===== src/rtl/lnkpwr_pkg.sv =====
`timescale 1ns/1ps
package lnkpwr_pkg;
    localparam int unsigned NEV       = 4;
    localparam int unsigned BIT_SWPD  = 31;
    localparam int unsigned BIT_LPST  = 30;
    localparam int unsigned BIT_EN_LO = 16;
    localparam int unsigned BIT_FL_LO = 0;

    // event indices: the position decides both flag and enable bit
    localparam int unsigned EV_SCI = 0;
    localparam int unsigned EV_SCA = 1;
    localparam int unsigned EV_LOA = 2;
    localparam int unsigned EV_PLI = 3;

    localparam logic [31:0] USED_MASK =
        (32'h1 << BIT_SWPD) | (32'((1 << NEV) - 1) << BIT_EN_LO) |
        (32'((1 << NEV) - 1) << BIT_FL_LO);

    typedef struct packed {
        logic           swpd;
        logic [NEV-1:0] en;
    } ctrl_t;

    function automatic logic [31:0] pack_rd(ctrl_t c, logic act, logic [NEV-1:0] fl);
        logic [31:0] r;
        r = '0;
        r[BIT_SWPD]          = c.swpd;
        r[BIT_LPST]          = act;
        r[BIT_EN_LO +: NEV]  = c.en;
        r[BIT_FL_LO +: NEV]  = fl;
        return r;
    endfunction
endpackage


===== src/rtl/lnkpwr_sync.sv =====
`timescale 1ns/1ps
module lnkpwr_sync #(
    parameter int unsigned STAGES = 2
) (
    input  logic clk,
    input  logic rst,
    input  logic din,
    output logic rise,
    output logic fall
);
    logic [STAGES:0] sh;

    always_ff @(posedge clk) begin
        if (rst) sh <= '0;
        else     sh <= {sh[STAGES-1:0], din};
    end

    assign rise = sh[STAGES-1] & ~sh[STAGES];
    assign fall = ~sh[STAGES-1] & sh[STAGES];
endmodule


===== src/rtl/lnkpwr_lps.sv =====
`timescale 1ns/1ps
module lnkpwr_lps #(
    parameter int unsigned LPS_DIV  = 4,
    parameter int unsigned RST_HOLD = 8
) (
    input  logic clk,
    input  logic rst,
    input  logic pwr_down,
    input  logic rpl_req,
    output logic lps_out,
    output logic active
);
    localparam int unsigned HW = $clog2(RST_HOLD + 1);
    localparam int unsigned DW = (LPS_DIV > 2) ? $clog2(LPS_DIV) : 1;

    logic [HW-1:0] hold_cnt;
    logic [DW-1:0] div_cnt;

    always_ff @(posedge clk) begin
        if (rst || rpl_req)      hold_cnt <= HW'(RST_HOLD);
        else if (hold_cnt != '0) hold_cnt <= hold_cnt - 1'b1;
    end

    assign active = !pwr_down && (hold_cnt == '0);

    always_ff @(posedge clk) begin
        if (rst || !active) begin
            div_cnt <= '0;
            lps_out <= 1'b0;
        end else if (div_cnt == DW'(LPS_DIV - 1)) begin
            div_cnt <= '0;
            lps_out <= ~lps_out;
        end else begin
            div_cnt <= div_cnt + 1'b1;
        end
    end

    // an inactive line is driven low on the next edge
    assert_lps_quiet_R2: assert property (@(posedge clk) disable iff (rst)
        !active |=> !lps_out) else $error("lps toggled while inactive");

    // an interface reset request drops the line
    assert_rpl_drop_R6: assert property (@(posedge clk) disable iff (rst)
        rpl_req |=> !active) else $error("rpl_req did not drop status");
endmodule


===== src/rtl/lnkpwr_evt.sv =====
`timescale 1ns/1ps
module lnkpwr_evt #(
    parameter int unsigned N = 4
) (
    input  logic         clk,
    input  logic         rst,
    input  logic [N-1:0] set,
    input  logic [N-1:0] clr,
    input  logic [N-1:0] en,
    output logic [N-1:0] flags,
    output logic         irq
);
    for (genvar i = 0; i < N; i++) begin : g_flag
        always_ff @(posedge clk) begin
            if (rst)         flags[i] <= 1'b0;
            else if (set[i]) flags[i] <= 1'b1;
            else if (clr[i]) flags[i] <= 1'b0;
        end

        // set beats clear, and a flag holds until cleared
        assert_set_wins_R9: assert property (@(posedge clk) disable iff (rst)
            set[i] |=> flags[i]) else $error("flag not set");
        assert_sticky_R9: assert property (@(posedge clk) disable iff (rst)
            flags[i] && !clr[i] |=> flags[i]) else $error("flag dropped");
    end

    assign irq = |(flags & en);
endmodule


===== src/rtl/lnkpwr_ctrl.sv =====
`timescale 1ns/1ps
module lnkpwr_ctrl
    import lnkpwr_pkg::*;
#(
    parameter int unsigned          LPS_DIV   = 4,
    parameter int unsigned          RST_HOLD  = 8,
    parameter int unsigned          ADDR_W    = 8,
    parameter logic [ADDR_W-1:0]    CTRL_ADDR = ADDR_W'(8'h40)
) (
    input  logic              clk,
    input  logic              rst,
    input  logic              pd_pin,
    input  logic              phy_clk_present,
    input  logic              evt_phy_init,
    input  logic              evt_link_on,
    input  logic              rpl_req,
    input  logic [ADDR_W-1:0] reg_addr,
    input  logic              reg_wr,
    input  logic [31:0]       reg_wdata,
    output logic [31:0]       reg_rdata,
    output logic              lps_out,
    output logic              irq,
    output logic              pwr_down,
    output logic              regs_access_en
);
    ctrl_t          ctrl;
    logic           hit, wr_hit, act;
    logic           clk_rise, clk_fall;
    logic [NEV-1:0] ev_set, ev_clr, flags;
    logic           unused_wbits;

    assign hit    = (reg_addr == CTRL_ADDR);
    assign wr_hit = reg_wr && hit;
    assign unused_wbits = ^(reg_wdata & ~USED_MASK);

    always_ff @(posedge clk) begin
        if (rst) begin
            ctrl <= '0;
        end else begin
            if (pd_pin)      ctrl.swpd <= 1'b1;
            else if (wr_hit) ctrl.swpd <= reg_wdata[BIT_SWPD];
            if (wr_hit)      ctrl.en   <= reg_wdata[BIT_EN_LO +: NEV];
        end
    end

    assign pwr_down       = ctrl.swpd;
    assign regs_access_en = !ctrl.swpd;

    lnkpwr_sync #(.STAGES(2)) u_sync (
        .clk(clk), .rst(rst), .din(phy_clk_present),
        .rise(clk_rise), .fall(clk_fall)
    );

    lnkpwr_lps #(.LPS_DIV(LPS_DIV), .RST_HOLD(RST_HOLD)) u_lps (
        .clk(clk), .rst(rst), .pwr_down(ctrl.swpd), .rpl_req(rpl_req),
        .lps_out(lps_out), .active(act)
    );

    always_comb begin
        ev_set         = '0;
        ev_set[EV_PLI] = evt_phy_init;
        ev_set[EV_LOA] = evt_link_on;
        ev_set[EV_SCA] = clk_rise;
        ev_set[EV_SCI] = clk_fall;
        ev_clr         = wr_hit ? reg_wdata[BIT_FL_LO +: NEV] : '0;
    end

    lnkpwr_evt #(.N(NEV)) u_evt (
        .clk(clk), .rst(rst), .set(ev_set), .clr(ev_clr), .en(ctrl.en),
        .flags(flags), .irq(irq)
    );

    assign reg_rdata = hit ? pack_rd(ctrl, act, flags) : '0;

    // the pin forces power-down regardless of software
    assert_pin_forces_R3: assert property (@(posedge clk) disable iff (rst)
        pd_pin |=> pwr_down) else $error("pin did not force power-down");

    // other registers close while the pin holds the link down
    assert_access_gated_R4: assert property (@(posedge clk) disable iff (rst)
        pd_pin |=> !regs_access_en) else $error("access open in power-down");
endmodule


===== config.mk =====
export PLATFORM = sky130hd
export DESIGN_NAME = lnkpwr_ctrl
export DESIGN_NICKNAME = d
export VERILOG_FILES = /design/src/rtl/lnkpwr_pkg.sv /design/src/rtl/lnkpwr_sync.sv /design/src/rtl/lnkpwr_lps.sv /design/src/rtl/lnkpwr_evt.sv /design/src/rtl/lnkpwr_ctrl.sv
export SDC_FILE = /design/constraint.sdc
export NUM_CORES = 1
export LEC_CHECK = 0
export BUFFER_PORTS_ARGS = -buffer_cell sky130_fd_sc_hd__buf_2
export CORE_MARGIN = 8
export CORE_UTILIZATION = 42
export DETAILED_ROUTE_END_ITERATION = 8
export PLACE_DENSITY_LB_ADDON = 0.15
export SLEW_MARGIN = 5
export SYNTH_ARGS = -nofsm -noshare
export SYNTH_HDL_FRONTEND = slang
export SYNTH_SLANG_ARGS = --single-unit

===== constraint.sdc =====
create_clock -name clk -period 4.2 [get_ports clk]
set_clock_uncertainty 0.1 [all_clocks]
set_input_delay 0.63 -clock clk [delete_from_list [all_inputs] [get_ports clk]]
set_output_delay 0.63 -clock clk [all_outputs]
set_load 0.1 [all_outputs]

Yosys cells after proc, flatten, opt, wreduce, memory -nomap -nowiden. Cells that the tools add are included.

$add $sub $neg: 2. Eq/ne operators: 2. Multiplexer cells: 12. Bitwise logic cells: 6. Reductions and logical operators: 15.

Operator list (number): $mux W32 (1); $mux W1 (10); $reduce_bool A2 Y1 (5); $eq A8 B7 Y1 const B (1); $and A4 B4 Y4 (1); $logic_not A4 Y1 (1); $mux W4 (1); $reduce_bool A4 Y1 (1); $reduce_or A4 Y1 (1); $sub A4 B1 Y4 const B (1); $not A1 Y1 (3); $add A2 B1 Y2 const B (1); $and A1 B1 Y1 (2); $eq A2 B2 Y1 const B (1); $logic_and A1 B1 Y1 (2); $logic_not A1 Y1 (2); $logic_or A1 B1 Y1 (2); $reduce_or A2 Y1 (1).

Flip-flop bits (word level): 19. Input port bits: 48. Output and inout bits: 36. Word-level logic and storage cells: 47.

Depth between registers and ports, before layout. Gate-level depths: netlist (run 1).

Depth in word-level cells: 5. Gate-level depth with buffers: 6. Depth with buffers taken out: 5.

By module. Synthesis (run 1) repeated with hierarchy kept, for this count alone.

Cell total of the unflattened synthesis: 126. Area, all modules: 1122.3 um^2.

By module, submodules not included: lnkpwr_ctrl (instances 1, cells an instance 69, area an instance 540.5 um^2, sequential area each 100.1 um^2); lnkpwr_lps (instances 1, cells an instance 30, area an instance 331.6 um^2, sequential area each 140.1 um^2); lnkpwr_evt (instances 1, cells an instance 19, area an instance 158.9 um^2, sequential area each 80.1 um^2); lnkpwr_sync (instances 1, cells an instance 8, area an instance 91.3 um^2, sequential area each 60.1 um^2).

Least setup slack after synthesis (run 1). No wires, ideal clock.

Kind: register to output. From: register ctrl (netlist bit pwr_down). To: output reg_rdata[31]. Arrival: 4.000 ns. Required time: 3.470 ns. Slack: -0.530 ns. Cell stages (with the launch flop): 3. Buffers on the path: 0. Path through: dfxtp_1 -> inv_1 -> nor3_1.

Longest elaborated chain between the ends: 1.

Ends and longest elaborated chain: from (decl) (RTL line lnkpwr_ctrl.sv:26) `ctrl_t ctrl;`; $mux W32 (RTL line lnkpwr_ctrl.sv:73) `assign reg_rdata = hit ? pack_rd(ctrl, act, flags) : '0;`; to (decl) (RTL line lnkpwr_ctrl.sv:20) `output logic [31:0] reg_rdata,`.

Every way passes these cells.

Final worst setup path (run 1).
From: input reg_addr[5]. To: output reg_rdata[30].

Longest elaborated chain between the ends: 2.

Ends and longest elaborated chain: from (decl) (RTL line lnkpwr_ctrl.sv:17) `input logic [ADDR_W-1:0] reg_addr,`; $eq A8 B7 Y1 (RTL line lnkpwr_ctrl.sv:32) `assign hit = (reg_addr == CTRL_ADDR);`; $mux W32 (RTL line lnkpwr_ctrl.sv:73).

Every way passes these cells.

==> results of run 1 <==
-- logic make-up after synthesis --
group | share of synthesized area (%)
and+or+nand+nor | 24.1
DFF | 34.8
muxes | 0.915
adders and majority gates | 3.43
buffers and inverters | 20.7
xor gates and xnor gates | 2.40
AOI/OAI and AO/OA | 13.3
other | 0.343
-- layer usage --
metal / vias to the layer above / global-route usage (%) / share of wire [%]
li1: 458 / - / -
met1: 390 / 12.0 / 42
met2: 36 / 18.3 / 46
met3: 2 / 3.36 / 12
met5: - / 0 / 0
met4: 0 / 3.92 / 0.56
-- final cells by class --
| cell class | count | area, um2 |
|---|---|---|
| fill | 253 | 1240 |
| multi-input combinational | 89 | 571 |
| sequential | 19 | 380 |
| timing repair buffer | 38 | 190 |
| tap | 30 | 37.5 |
| inverter | 7 | 26.3 |
| clock buffer | 3 | 22.5 |
| clock inverter | 1 | 5.00 |
-- per-stage QoR --
| step | cells | hold WS (ps) | instance area [um2] |
|---|---|---|---|
| 6_report | 187 | 337 | 1230 |
| 5_1_grt | 187 | 363 | 1230 |
| 4_1_cts | 187 | 338 | 1230 |
| 3_5_place_dp | 183 | 315 | 1200 |
| 3_3_place_gp | 183 | 308 | 1200 |
| 2_1_floorplan | 144 | 298 | 1180 |
-- registers in the layout, summed over array words and instances, names as in the netlist --
register / flops
ctrl: 4
pwr_down: 1
u_evt.flags: 4
u_lps.div_cnt: 2
u_lps.hold_cnt: 4
u_lps.lps_out: 1
u_sync.sh: 3
-- final timing paths --
check / from / end / cells past startpoint
worst max-delay path: reg_addr[5] / reg_rdata[30] / 4
worst min-delay path: u_lps.div_cnt[0] / u_lps.div_cnt[0] / 1
worst max register to register: u_lps.hold_cnt[0] / u_lps.hold_cnt[1] / 4
worst min register to register: u_lps.div_cnt[0] / u_lps.div_cnt[0] / 1
-- worst max-delay path, cell delays in order --
cell	delay, ps
buf_2	110
or4b_1	730
nor4_2	300
buf_2	460
-- cells in the final DEF (no fill, tap or decap) --
cell / Yosys / routed
or3b_1: 1 / 1
a2111oi_2: 1 / 1
nor2_1: 7 / 7
nor4_1: 2 / 2
nor3_2: 0 / 1
xnor2_1: 2 / 2
conb_1: 1 / 22
buf_2: 1 / 38
nand2b_1: 1 / 1
nor2b_1: 3 / 3
a21oi_1: 6 / 6
nor3_1: 3 / 2
o31ai_2: 1 / 1
nand4_1: 4 / 4
clkinv_2: 0 / 1
clkbuf_4: 0 / 3
ha_1: 3 / 3
a311oi_1: 4 / 4
nor4b_2: 1 / 1
dfxtp_1: 19 / 19
inv_1: 7 / 7
and3_1: 9 / 9
nor3_4: 1 / 1
and2_1: 1 / 1
xor2_1: 1 / 1
or4_1: 1 / 1
nor4_2: 2 / 2
a211oi_1: 1 / 1
o31ai_1: 4 / 4
mux2i_1: 1 / 1
a22oi_1: 2 / 2
or4b_1: 1 / 1
nand2_1: 4 / 4
-- power by group through the flow --
| stage | clock network [mW] | logic (mW) | registers [mW] |
|---|---|---|---|
| 2_1_floorplan | 0 | 0.134 | 0.202 |
| 3_3_place_gp | 0 | 0.139 | 0.198 |
| 3_5_place_dp | 0 | 0.142 | 0.198 |
| 4_1_cts | 0.0950 | 0.142 | 0.194 |
| 5_1_grt | 0.102 | 0.149 | 0.196 |
| 6_report | 0.0896 | 0.142 | 0.194 |
==> key figures, run 1 <==
Worst setup path
  • Worst Setup End Kind: output port
  • Setup Crit Path Kind: in2out
  • Critical Path RT: around 3500 ps
  • Worst Setup Start Kind: input pin
  • Critical path arrival: approximately 2200 ps
  • R2R setup slack: 2520 ps
  • Critical-path maximum fanout: 8

Pwr
  • Reg power frac: a little under half
  • VDD IR-drop max: approximately 0.19 mV
  • Power density over the cells: ~350 nW/um2
  • Leakage: 0.610 nW
  • Tot Pwr: ~0.43 mW
  • Combinational Power Share: approximately 33%
  • Clk pwr share: 21.0%
  • Int Pwr: roughly 0.24 mW
  • Sw frac: about 43%
  • Switching power total: 0.181 mW

CTS
  • H-Tree Depth: 1
  • CTS tree: done
  • Clock buffer depth: 2
  • # clock sinks: 19
  • Hold buffer count at cts: 0
  • Post-CTS Resized: 0
  • Setup bufs post-CTS: 0
  • CTS Root Cell: clkbuf_4
  • CTS Buf Count: 3
  • Worst-skew pair later-pin latency: 290 ps
  • Worst-path clk slew: about 100 ps

Logic synthesis
  • Top cell type's share of synthesized area: a little over a third
  • Avg Cell Area, Syn: between 8 and 9 um2
  • Synth top cells by count: 22 x buf_4, 19 x dfxtp_1, 9 x and3_1
  • Unique masters post-synth: 33
  • Top post-synthesis cells by area: dfxtp_1 35%, buf_4 15%, and3_1 5.1%
  • Biggest area consumer among synthesized cells: dfxtp_1
  • Post-synth EDFFs: 0
  • Syn Inst Count: ~120
  • FFs w/ async S/R, synth: 0%
  • Primary FF master, synth: dfxtp_1
  • Most common cell in the netlist: buf_4
  • Mapped Area: 1090 um2
  • YS warnings: 0
  • Post-synthesis sequential area ratio: between 30% and 40%
  • #FFs+latches synth: 19

STA
  • Setup TNS: 0 ps
  • Max Slew Vio Count: 0
  • Setup WS post-layout: around 1200 ps
  • Worst slew margin: between 40% and 50%
  • Fin crit share: between 70 and 80%
  • RSZ-0062 raised after global routing: false
  • Max frequency: between 300 and 400 MHz
  • Final setup fails: 0
  • Worst-Margin Slew: ~900 ps
  • Min Tclk post-route: 2960 ps
  • Final Hold Fails: 0

Floorplanning
  • Die Y-Extent: 67.0 um
  • Chip width: 67.0 um
  • Die area: between 4000 and 5000 um2
  • Io pins: 84
  • Starting Density: approximately 44%
  • Cell row count: 18
  • Core area: 2480 um2

Global route
  • Vias in the first global route: 850
  • GRT Overall Usage: roughly a tenth
  • Initial antenna violation count: 0
  • Largest net degree at the start of global routing: 18
  • Global-route wire length before repair: 3830 um
  • Total grt overflow: 0

Cells and area
  • Final design utilization: ~50%
  • ANT cells: 0
  • Nets: between 200 and 250
  • P&R area growth vs syn: 12.7%
  • Ratio of cells with drive above 1 in the final layout: 31.2%

Placement
  • Placement-stage worst setup slack: 1230 ps
  • GP Congestion: ~0.77
  • HPWL Detailed: ~2100 um
  • Port buffer count: 38

Routing
  • Via/cell ratio: about 4.7
  • First DRT Iteration DRCs: 62
  • Drt wl/cell: roughly 13 um
  • Post-route antenna net violation count: 0
  • Vias: 886
  • DRT Pass-1 Iters: 4
  • Final wirelength: 2510 um
  • Post-route DRC: 0

Run status
  • Outcome: complete, no violations

Hold path
  • Hold WC Path Type: reg2reg

Job
  • Total of max-cap violations: 0
Note: power is estimated with default switching activity, not from simulation.
==> run 2, diff against run 1 <==
Settings changed: CORE_UTILIZATION 42 to 35.
Clock period 4.2 ns to 2.7 ns, I/O delays scaled along.
==> run 2 against run 1 <==
Compared with the run above: critical path depth up 1; die area rose by 15%; non-clock buffer count increased by 3; clock-buffer cell count is the same; clock power is 64% higher; critical path type is now reg2out; largest power group unchanged; final cell count is 3.2% higher; sequential share of layout area down 4.2 points; critical endpoint unchanged; register-to-register slack worse by 1500 ps; routed wire length grew 3.6%; setup slack lost 900 ps; power up 58%.
==> key figures, run 2 (synthesis results as in run 1) <==
CTS
  • CTS Root Cell: clkbuf_4
  • Post-CTS Resized: 0
  • Setup bufs post-CTS: 0
  • Worst-skew pair later-pin latency: around 290 ps
  • CTS Buf Count: 3
  • H-Tree Depth: 1
  • Hold buffer count at cts: 0
  • # clock sinks: 19
  • Worst-path clk slew: about 120 ps
  • Clock buffer depth: 2
  • CTS tree: done

Pwr
  • Reg power frac: 44.9%
  • Int Pwr: approximately 0.38 mW
  • Power density over the cells: 473 nW/um2
  • Switching power total: between 0.2 and 0.3 mW
  • Sw frac: a little over two fifths
  • Combinational Power Share: between 30% and 40%
  • VDD IR-drop max: 0.244 mV
  • Tot Pwr: around 0.67 mW
  • Leakage: 0.661 nW
  • Clk pwr share: between 20% and 30%

STA
  • Final setup fails: 0
  • Final hold slack: 199 ps
  • Min Tclk post-route: about 2400 ps
  • Max Slew Vio Count: 0
  • Setup TNS: 0 ps
  • Setup WS post-layout: approximately 340 ps
  • RSZ-0062 raised after global routing: false
  • Final Hold Fails: 0
  • Max frequency: 423 MHz
  • Fin crit share: between 80% and 90%

Worst setup path
  • Setup Crit Path Kind: reg2out
  • Critical Path RT: approximately 2200 ps
  • Critical-path maximum fanout: 7
  • CP max-delay cell: or3b_1
  • Worst Setup Start Kind: flip-flop
  • Max incr delay on CP: about 500 ps
  • Worst Setup End Kind: output port
  • CP Buf/Inv Count: 2
  • Worst path top cell family by delay: simple AND/OR/NAND/NOR gates
  • Critical path arrival: between 1500 and 2000 ps
  • CP Cell Sequence: inv_1 > ha_1 > or3b_1 > nor4_4 > buf_12

Job
  • Total of max-cap violations: 0

Routing
  • Vias: roughly 920
  • Post-route DRC: 0
  • Final wirelength: between 2000 and 3000 um
  • Drt wl/cell: 13.5 um
  • DRT Pass-1 Iters: 4
  • Post-route antenna net violation count: 0
  • First DRT Iteration DRCs: 24
  • Via/cell ratio: 4.79

Cells and area
  • Nets: around 210
  • Final Non-Filler Cells: a little under 200
  • Largest registers in the final layout: ctrl: 4 flops, u_evt.flags: 4 flops, u_lps.hold_cnt: 4 flops
  • Design area: 1430 um2
  • Most frequent cells in the layout: 28 x buf_2, 22 x conb_1, 19 x dfxtp_1
  • P&R area growth vs syn: 30.4%
  • Commonest non-fill, non-tap cell in the layout: buf_2
  • Ratio of cells with drive above 1 in the final layout: 32.5%
  • Final design utilization: 47.5%
  • ANT cells: 0

Placement
  • Placement-stage worst setup slack: 360 ps
  • HPWL Detailed: ~2200 um
  • GP Congestion: slightly below 0.8
  • Cells after DPL: roughly 190
  • Placed Area: around 1400 um2
  • Port buffer count: 38

Floorplanning
  • Die area: between 5000 and 6000 um2
  • Cell row count: 20
  • Starting Density: between 30% and 40%
  • Core area: 3000 um2
  • Io pins: 84
  • Chip width: 71.9 um
  • Die Y-Extent: between 70 and 80 um

Global route
  • Vias in the first global route: 974
  • Largest net degree at the start of global routing: 18
  • GRT Overall Usage: about a tenth
  • Global-route wire length before repair: 4140 um
  • Initial antenna violation count: 0
  • Total grt overflow: 0

Run status
  • Outcome: complete, no violations

Hold path
  • Hold WC Path Type: in2reg
## run 2: cell type report
cell class	count	area (um2)
multi-input combinational	89	586
inverter	7	26.3
timing repair buffer	41	363
fill	288	1580
clock inverter	1	7.51
sequential	19	380
tap	33	41.3
clock buffer	3	22.5
## run 2: routing by layer
| layer | share of wire, % | global-route usage [%] | wire length, um | vias up |
|---|---|---|---|---|
| met3 | 9.8 | 3.58 | 256 | 2 |
| met5 | 0 | 0 | 0 | - |
| met1 | 40 | 10.3 | 1030 | 421 |
| met2 | 49 | 16.6 | 1280 | 37 |
| li1 | - | - | - | 464 |
| met4 | 1.3 | 4.31 | 34 | 0 |
## run 2: path summary, 6_finish.rpt
| path | from | end | slack [ps] | cells after the start |
|---|---|---|---|---|
| min reg2reg | u_lps.div_cnt[0] | u_lps.div_cnt[0] | 340 | 1 |
| max reg2reg | u_lps.hold_cnt[0] | u_lps.hold_cnt[1] | 1010 | 4 |
| min | rpl_req | u_lps.hold_cnt[0] | 200 | 2 |
| max | u_lps.hold_cnt[0] | reg_rdata[30] | 340 | 5 |
## run 2: power groups by stage
stage                     clock [mW]  combinational [mW]  sequential, mW
after detailed placement           0               0.223           0.309
after global routing           0.170               0.234           0.305
after CTS                      0.155               0.224           0.303
final                          0.147               0.224           0.303
after floorplan                    0               0.210           0.314
after global placement             0               0.220           0.309
## run 2: worst register-to-register path, delay by kind of cell (launching register included)
| kind | cells | cell delay [ps] |
|---|---|---|
| simple gates | 1 | 500 |
| compound gates | 1 | 390 |
| flops | 1 | 350 |
| fa+ha+maj | 1 | 160 |
| buf+inv | 1 | 90 |
